**config.mk**
```make
export PLATFORM = sky130hd
export DESIGN_NAME = irq_seq
export DESIGN_NICKNAME = d
export VERILOG_FILES = /design/src/rtl/irq_seq_pkg.sv /design/src/rtl/irq_seq_tick.sv /design/src/rtl/irq_seq_stack.sv /design/src/rtl/irq_seq.sv
export SDC_FILE = /design/constraint.sdc
export NUM_CORES = 1
export LEC_CHECK = 0
export BUFFER_PORTS_ARGS = -buffer_cell sky130_fd_sc_hd__clkbuf_2
export CORE_MARGIN = 2
export CORE_UTILIZATION = 63
export DETAILED_ROUTE_END_ITERATION = 8
export PLACE_DENSITY = 0.84
export SETUP_SLACK_MARGIN = 0.1
export SLEW_MARGIN = 10
export SYNTH_ARGS = -nofsm -noshare
export SYNTH_HDL_FRONTEND = slang
export SYNTH_SLANG_ARGS = --single-unit
```
**constraint.sdc**
```tcl
create_clock -name clk -period 5.6 [get_ports clk]
set_clock_uncertainty 0.2 [all_clocks]
set_input_delay 1.68 -clock clk [delete_from_list [all_inputs] [get_ports clk]]
set_output_delay 1.68 -clock clk [all_outputs]
set_load 0.1 [all_outputs]
```
**src/rtl/irq_seq_pkg.sv**
```systemverilog
package irq_seq_pkg;
   typedef enum logic [1:0] {
      MODE_NORM = 2'd0,
      MODE_IRQ  = 2'd1,
      MODE_NMI  = 2'd2
   } mode_e;
endpackage

```
**src/rtl/irq_seq_tick.sv**
```systemverilog
module irq_seq_tick #(
   parameter int DIV = 13
) (
   input  logic clk,
   input  logic rst_n,
   output logic tick
);
   localparam int CW = (DIV > 1) ? $clog2(DIV) : 1;

   generate
      if (DIV < 2) begin : g_bad_div
         $error("irq_seq_tick: DIV must be at least 2");
      end
   endgenerate

   logic [CW-1:0] cnt_q;

   always_ff @(posedge clk) begin
      if (!rst_n)                    cnt_q <= '0;
      else if (cnt_q == CW'(DIV-1))  cnt_q <= '0;
      else                           cnt_q <= cnt_q + 1'b1;
   end

   assign tick = (cnt_q == CW'(DIV-1));

   // a tick never lasts two clocks
   p_tick_single_r1: assert property (@(posedge clk) disable iff (!rst_n)
      tick |=> !tick);
endmodule

```
**src/rtl/irq_seq_stack.sv**
```systemverilog
module irq_seq_stack #(
   parameter int DEPTH = 6,
   parameter int W     = 14
) (
   input  logic         clk,
   input  logic         rst_n,
   input  logic         push,
   input  logic         pop,
   input  logic [W-1:0] din,
   output logic [W-1:0] dout,
   output logic         full,
   output logic         empty
);
   localparam int PW = $clog2(DEPTH + 1);

   generate
      if (DEPTH < 1) begin : g_bad_depth
         $error("irq_seq_stack: DEPTH must be at least 1");
      end
   endgenerate

   logic [W-1:0]  mem_q [DEPTH];
   logic [PW-1:0] cnt_q;

   assign full  = (cnt_q == PW'(DEPTH));
   assign empty = (cnt_q == '0);

   always_ff @(posedge clk) begin
      if (!rst_n)              cnt_q <= '0;
      else if (push && !full)  cnt_q <= cnt_q + 1'b1;
      else if (pop && !empty)  cnt_q <= cnt_q - 1'b1;
   end

   always_ff @(posedge clk) begin
      for (int i = 0; i < DEPTH; i++) begin
         if (push && !full && cnt_q == PW'(i)) mem_q[i] <= din;
      end
   end

   always_comb begin
      dout = '0;
      for (int i = 0; i < DEPTH; i++) begin
         if (cnt_q == PW'(i + 1)) dout = mem_q[i];
      end
   end

   // the controller never pushes a full stack
   p_no_push_full_r7: assert property (@(posedge clk) disable iff (!rst_n)
      full |-> !push);
   // the controller never pops an empty stack
   p_no_pop_empty_r5: assert property (@(posedge clk) disable iff (!rst_n)
      empty |-> !pop);
endmodule

```
**src/rtl/irq_seq.sv**
```systemverilog
module irq_seq
   import irq_seq_pkg::*;
#(
   parameter int          PC_W        = 12,
   parameter int          STK_DEPTH   = 6,
   parameter int          CLK_DIV     = 13,
   parameter int          ENTRY_TICKS = 6,
   parameter int unsigned NMI_VEC     = 32'hFFC,
   parameter int unsigned IRQ_VEC     = 32'hFF8
) (
   input  logic            clk,
   input  logic            rst_n,
   input  logic            instr_done,
   input  logic            reti_done,
   input  logic            irq_req,
   input  logic            irq_mask,
   input  logic            nmi_req,
   input  logic [PC_W-1:0] pc_cur,
   output logic            cpu_tick,
   output logic [PC_W-1:0] pc_next,
   output logic            pc_load,
   output logic            stk_push,
   output logic            stk_pop,
   output logic [1:0]      bank_sel,
   output logic            gie,
   output logic            src_clr,
   output logic            vec_ready,
   output logic            stk_ovf,
   output logic            reti_err
);
   localparam int EW = PC_W + 2;
   localparam int CW = $clog2(ENTRY_TICKS + 1);
   localparam logic [PC_W-1:0] NMI_PC = PC_W'(NMI_VEC);
   localparam logic [PC_W-1:0] IRQ_PC = PC_W'(IRQ_VEC);

   generate
      if (ENTRY_TICKS < 6 || ENTRY_TICKS > 11) begin : g_bad_entry
         $error("irq_seq: ENTRY_TICKS must lie in 6..11");
      end
      if (PC_W < 2) begin : g_bad_pcw
         $error("irq_seq: PC_W too small");
      end
   endgenerate

   mode_e         mode_q;
   logic [CW-1:0] ent_q;
   logic          tick;
   logic          full, empty;
   logic [EW-1:0] top;
   logic          busy, bound, do_ret, ret_bad, want_nmi, want_irq, take;

   irq_seq_tick #(.DIV(CLK_DIV)) u_tick (
      .clk   (clk),
      .rst_n (rst_n),
      .tick  (tick)
   );

   assign cpu_tick = tick;
   assign gie      = (mode_q == MODE_NORM);
   assign bank_sel = mode_q;

   assign busy     = (ent_q != '0);
   assign bound    = tick && instr_done && !busy;
   assign do_ret   = bound && reti_done && (mode_q != MODE_NORM) && !empty;
   assign ret_bad  = bound && reti_done && (mode_q == MODE_NORM);
   assign want_nmi = bound && !reti_done && nmi_req && (mode_q != MODE_NMI);
   assign want_irq = bound && !reti_done && !want_nmi && irq_req && irq_mask && gie;
   assign take     = (want_nmi || want_irq) && !full;

   irq_seq_stack #(.DEPTH(STK_DEPTH), .W(EW)) u_stack (
      .clk   (clk),
      .rst_n (rst_n),
      .push  (take),
      .pop   (do_ret),
      .din   ({mode_q, pc_cur}),
      .dout  (top),
      .full  (full),
      .empty (empty)
   );

   always_ff @(posedge clk) begin
      if (!rst_n) begin
         mode_q    <= MODE_NORM;
         ent_q     <= '0;
         pc_next   <= '0;
         pc_load   <= 1'b0;
         stk_push  <= 1'b0;
         stk_pop   <= 1'b0;
         src_clr   <= 1'b0;
         vec_ready <= 1'b0;
         reti_err  <= 1'b0;
         stk_ovf   <= 1'b0;
      end else begin
         pc_load   <= 1'b0;
         stk_push  <= 1'b0;
         stk_pop   <= 1'b0;
         src_clr   <= 1'b0;
         vec_ready <= 1'b0;
         reti_err  <= 1'b0;
         if (tick && busy) begin
            ent_q <= ent_q - 1'b1;
            if (ent_q == CW'(1)) vec_ready <= 1'b1;
         end
         if (take) begin
            mode_q   <= want_nmi ? MODE_NMI : MODE_IRQ;
            pc_next  <= want_nmi ? NMI_PC : IRQ_PC;
            pc_load  <= 1'b1;
            stk_push <= 1'b1;
            src_clr  <= want_irq;
            ent_q    <= CW'(ENTRY_TICKS);
         end
         if ((want_nmi || want_irq) && full) stk_ovf <= 1'b1;
         if (do_ret) begin
            mode_q  <= mode_e'(top[EW-1:PC_W]);
            pc_next <= top[PC_W-1:0];
            pc_load <= 1'b1;
            stk_pop <= 1'b1;
         end
         if (ret_bad) reti_err <= 1'b1;
      end
   end

   // one stack or error event per boundary
   p_pulse_excl_r4: assert property (@(posedge clk) disable iff (!rst_n)
      $onehot0({stk_push, stk_pop, reti_err}));
   // PC loads follow a tick edge only
   p_load_on_tick_r1: assert property (@(posedge clk) disable iff (!rst_n)
      pc_load |-> $past(cpu_tick));
   // entry leaves maskable interrupts off
   p_entry_masks_r3: assert property (@(posedge clk) disable iff (!rst_n)
      stk_push |-> !gie);
   // latch clear only on a maskable entry
   p_clr_irq_r3: assert property (@(posedge clk) disable iff (!rst_n)
      src_clr |-> (bank_sel == 2'd1));
   // bad return leaves normal bank in place
   p_reti_err_norm_r6: assert property (@(posedge clk) disable iff (!rst_n)
      reti_err |-> (bank_sel == 2'd0));
   // overflow flag is sticky
   p_ovf_sticky_r7: assert property (@(posedge clk) disable iff (!rst_n)
      stk_ovf |=> stk_ovf);
endmodule

```
# Word level (Yosys, flattened, before mapping)
# Memories as Yosys holds them, arrays and structs flattened.
# Cells that the tools add are included.
op_classes:
  add_sub_neg: 4
  eq_ne: 9
  mux: 48
  n_bitwise: 1
  n_reduce_logical: 46
ops:
  columns: ["op", "count"]
  rows:
  - ["two-way mux 14 bit", 11]
  - ["OR reduction 14 bit", 5]
  - ["two-way mux 3 bit", 10]
  - ["logical AND 1 bit", 24]
  - ["two-way mux 12 bit", 2]
  - ["two-way mux 1 bit", 22]
  - ["== test 3 bit, second input constant", 3]
  - ["nonzero test 2 bit", 4]
  - ["== test 3 x 1 -> 1 bit, second input constant", 2]
  - ["== test 3 x 2 -> 1 bit, second input constant", 2]
  - ["two-way mux 2 bit", 3]
  - ["subtractor 3 x 1 -> 3 bit, second input constant", 2]
  - ["logical NOT 1 bit", 5]
  - ["adder 4 x 1 -> 4 bit, second input constant", 1]
  - ["== test 4 bit, second input constant", 1]
  - ["AND reduction 2 bit", 2]
  - ["OR reduction 2 bit", 2]
  - ["adder 3 x 1 -> 3 bit, second input constant", 1]
  - ["logical NOT 3 bit", 1]
  - ["nonzero test 3 bit", 1]
  - ["logical NOT 2 bit", 1]
  - ["inequality test 2 bit, second input constant", 1]
  - ["logical OR 1 bit", 1]
  - ["inverter 1 bit", 1]
totals:
  regBits: 31
  ram_bits: 84
  inputBits: 19
  out_inout_bits: 23
  elab_cells: 122
  memories: 1
memory_table:
  columns: ["name", "words", "width", "rd", "rd_ports_with_merged_regs", "write_ports", "line_no", "text"]
  rows:
  - ["u_stack.mem_q", 6, 14, 6, 0, 1, "irq_seq_stack.sv:22", "logic [W-1:0] mem_q [DEPTH];"]

# Longest topological paths before layout
logic_depth:
  word_depth: 23
  mapped_depth: 10
  ltp_nobuf: 8

# By module
# Synthesis repeated with hierarchy kept, for this count alone.
unflattened:
  cells_unflattened: 365
  hier_area_um2: 4789.6
by_module_without_submodules:
  columns: ["module", "instances", "cells_each", "area_per_inst_um2", "seq_area_each_um2"]
  rows:
  - ["irq_seq_stack", 1, 255, 3621.0, 2582.5]
  - ["irq_seq", 1, 90, 984.7, 480.5]
  - ["irq_seq_tick", 1, 20, 183.9, 80.1]

# Least setup slack after synthesis
# No wires, ideal clock.
synth_timing:
  path_type: "reg2out"
  from: "reg mode_q[1] (netlist: bank_sel[1])"
  to: "out gie"
  arrival_time_ns: 2.252
  path_slack_ns: 1.468
  stages_incl_launch_ff: 2
  n_path_buf: 0
  path_cell_list: "dfxtp_1 nor2_1"
synth_via:
  elab_chain_len: 1
synth_lines:
  columns: ["element", "line_no", "text"]
  rows:
  - ["start: declaration", "irq_seq.sv:45", "mode_e mode_q;"]
  - ["start signal: assignment", "irq_seq.sv:105", "mode_q <= want_nmi ? MODE_NMI : MODE_IRQ;"]
  - ["start signal: assignment", "irq_seq.sv:114", "mode_q <= mode_e'(top[EW-1:PC_W]);"]
  - ["logical NOT 2 bit", "irq_seq.sv:59", "assign gie = (mode_q == MODE_NORM);"]
  - ["end: declaration", "irq_seq.sv:25", "output logic gie,"]
# No other way between the ends.

# Worst setup path after layout
layout_timing:
  from: "reg u_tick.cnt_q[0]"
  to: "out cpu_tick"
layout_via:
  elab_chain_len: 1
layout_lines:
  columns: ["element", "line_no", "text"]
  rows:
  - ["start: declaration", "irq_seq_tick.sv:16", "logic [CW-1:0] cnt_q;"]
  - ["start signal: assignment", "irq_seq_tick.sv:21", "else cnt_q <= cnt_q + 1'b1;"]
  - ["== test 4 bit", "irq_seq_tick.sv:24", "assign tick = (cnt_q == CW'(DIV-1));"]
  - ["end: declaration", "irq_seq.sv:19", "output logic cpu_tick,"]
# No other way between the ends.

==> results.sh <==
export IMPL_status="finished clean"
export IMPL_vdd_drop_max_uv=245
export IMPL_routedWlPerCell_um=19.6
export IMPL_yosys_warnings=0
export IMPL_overflow=0
export IMPL_die_h_um=91.8
export IMPL_design_die_area_um2=8420
export IMPL_yosysSeqAreaShare=0.648
export IMPL_power_leakage_nw=2.06
export IMPL_p_per_area_nw_per_um2=331
export IMPL_cts_sinks=115
export IMPL_critPathRequiredTime_ns=3.72
export IMPL_clk_latency_ns=0.52
export IMPL_hold_path_class="flop to flop"
export IMPL_setup_tns_ns=0
export IMPL_min_period_ns=3.68
export IMPL_area_growth_pct=16.8
export IMPL_grt_max_degree=43
export IMPL_cts_made_buffers=17
export IMPL_drv_slew=0
export IMPL_viasPerCell=6.27
export IMPL_core_area_um2=7610
export IMPL_rows=32
export IMPL_synth_edff_count=84
export IMPL_relSlewSlack=0.242
export IMPL_nets=464
export IMPL_worstSetupStartpointType="flop"
export IMPL_synth_cells=389
export IMPL_start_util=0.638
export IMPL_synth_nets=419
export IMPL_reg2reg_slack_ns=2.14
export IMPL_switching_share=0.202
export IMPL_io_pins=42
export IMPL_synth_area_um2=4850
export IMPL_drt_pass1_iterations=6
export IMPL_place_gp_congestion=0.809
export IMPL_antenna_found_initial=0
export IMPL_rsz0062_at_grt="false"
export IMPL_drive_above_1_share=0.219
export IMPL_critPathArrivalTime_ns=1.80
export IMPL_path_cells="inv_1, ha_1, nand3_4, clkinv_4, clkbuf_2"
export IMPL_routed_wl_um=10800
export IMPL_clk_pin_slew_worst_paths_ns=0.06
export IMPL_clkPwrFrac=0.500
export IMPL_port_buffers=41
export IMPL_dpl_cell_count=517
export IMPL_synth_seq_cells=115
export IMPL_post_cts_buffers=0
export IMPL_synthArstFlopShare=0
export IMPL_path_max_fanout=5
export IMPL_dp_final_hpwl_um=6230
export IMPL_drc=0
export IMPL_drv_cap=0
export IMPL_p_seq_frac=0.487
export IMPL_n_antenna_cell=0
export IMPL_criticalPathCategory="flop to primary output"
export IMPL_clockBufferDepth=2
export IMPL_switchingPower_uw=379
export IMPL_finalNonFillerCells=549
export IMPL_synth_flop_cell="edfxtp_1"
export IMPL_end_kind="primary output"
export IMPL_cts_resized=0
export IMPL_grt_pass1_wl_um=17000
export IMPL_setup_viol=0
export IMPL_max_slew_worst_pin_slew_ns=1.13
export IMPL_postRouteAntennaNets=0
export IMPL_gr_usage_all_layers=0.272
export IMPL_hold_violations=0
export IMPL_holdBufCountCts=0
export IMPL_drt_iter0_drc=408
export IMPL_ys_types=49
export IMPL_internal_power_mw=1.50
export IMPL_die_w_um=91.8
export IMPL_avgSynthCellArea_um2=12.5
export IMPL_combPwrFrac=0.013
export IMPL_cts_htree_levels=4
export IMPL_crit_slowest_cell="clkbuf_2"
export IMPL_vias=3441
export IMPL_root_buffer="clkbuf_8"
export IMPL_min_period_over_period=0.658
export IMPL_cts_tree="yes"
export IMPL_grt_pass1_vias=3308
export IMPL_max_freq_mhz=272
export IMPL_max_stage_delay_ns=0.45
==> power by group through the flow <==
| stage | Clock, mW | Combinational (mW) | Sequential [mW] |
|---|---|---|---|
| 2_1_floorplan | 0 | 0.00976 | 0.932 |
| 3_3_place_gp | 0 | 0.0239 | 0.932 |
| 3_5_place_dp | 0 | 0.0251 | 0.933 |
| 4_1_cts | 0.944 | 0.0252 | 0.915 |
| 5_1_grt | 0.984 | 0.0283 | 0.915 |
| 6_report | 0.939 | 0.0251 | 0.915 |
==> placed cells by master (no fill, tap or decap), types with 10 or more instances in the layout <==
master     instances
nor2_1            15
ha_1              11
clkbuf_2          41
nand2_1           30
nand2b_1          10
inv_1             13
a21oi_1           29
and3_1            11
a221oi_1          13
edfxtp_1          84
dfxtp_1           31
o22ai_1           11
clkbuf_16         16
o21ai_0           20
nand3_1           12
==> state kept, by name, indices dropped and copies added, names as in the netlist <==
| signal | cells |
|---|---|
| pc_load | 1 |
| u_stack.mem_q | 84 |
| src_clr | 1 |
| u_stack.cnt_q | 3 |
| ent_q | 3 |
| stk_pop | 1 |
| stk_push | 1 |
| bank_sel | 2 |
| stk_ovf | 1 |
| reti_err | 1 |
| pc_next | 12 |
| u_tick.cnt_q | 4 |
| vec_ready | 1 |
==> worst paths after layout <==
| path | start | end | cells after the start |
|---|---|---|---|
| min reg2reg | stk_ovf | stk_ovf | 1 |
| min | stk_ovf | stk_ovf | 1 |
| max | u_tick.cnt_q[0] | cpu_tick | 5 |
| max reg2reg | u_stack.cnt_q[1] | u_stack.mem_q[5][2] | 4 |
==> cell type report <==
class,count,area [µm²]
clock buffers,20,425
well taps,102,128
clock inverters,12,92.6
repair buffers,48,258
fillers,487,1940
inverters,15,61.3
flip-flops and latches,115,3140
multi-input cells,237,1560
==> through the flow <==
stage                     cell area (µm²)  total power, mW  worst slack [ns]  hold slack [ns]  utilization
after floorplan                      4850            0.942              1.47            0.237            -
after global placement               5150            0.956              1.55            0.254        0.677
after detailed placement             5150            0.958              1.46            0.256        0.677
after CTS                            5670             1.88              1.90            0.269        0.745
after global routing                 5670             1.93              1.83            0.305        0.745
final                                5670             1.88              1.92            0.263        0.745
==> cell usage after synthesis (2+ instances only) <==
cell type / instances / share of area
nand3b_1: 3 / 0.0046
o21ai_0: 20 / 0.021
and2_1: 4 / 0.0052
a31oi_1: 3 / 0.0039
a221oi_1: 13 / 0.023
nor3_1: 6 / 0.0062
edfxtp_1: 84 / 0.52
a32oi_1: 3 / 0.0054
o21a_1: 3 / 0.0046
nand3_1: 12 / 0.012
nand2b_1: 10 / 0.013
a21oi_1: 29 / 0.030
o21ai_1: 2 / 0.0021
nor4_1: 3 / 0.0039
o22ai_1: 11 / 0.014
and3_1: 11 / 0.014
nand3_4: 2 / 0.0072
nand2_1: 30 / 0.023
clkbuf_1: 10 / 0.0077
inv_1: 13 / 0.010
o221a_2: 7 / 0.016
o211a_1: 4 / 0.0082
ha_1: 11 / 0.028
nand4_1: 7 / 0.0090
buf_4: 2 / 0.0031
dfxtp_1: 31 / 0.13
o211ai_1: 6 / 0.0093
buf_2: 9 / 0.0093
nor2_1: 15 / 0.012
nor3b_2: 2 / 0.0052
nor2b_1: 2 / 0.0026
xnor2_1: 4 / 0.0072
==> cells by family (layout without fill, tap and decap cells) <==
logic type / Yosys count / after routing / synth area share
simple gates: 116 / 116 / 0.135
compound gates: 106 / 106 / 0.147
xor+xnor: 4 / 4 / 0.00722
fa+ha+maj: 11 / 11 / 0.0284
flops: 115 / 115 / 0.648
buf+inv: 37 / 95 / 0.0351
==> layer usage <==
| layer | global-route usage | share of wire | vias to the layer above |
|---|---|---|---|
| met5 | 0 | 0 | - |
| met4 | 0.111 | 0.019 | 0 |
| met3 | 0.0813 | 0.080 | 22 |
| met2 | 0.452 | 0.50 | 179 |
| met1 | 0.335 | 0.40 | 1662 |
| li1 | - | - | 1578 |
==> critical path: cells and delay by family (launching register included) <==
family	cells	cell delay, ns
adder cells (fa/ha/maj)	1	0.21
flip-flops	1	0.34
buffers and inverters	3	0.61
AND/OR/NAND/NOR	1	0.13
Power figures use the tool's default switching activity.
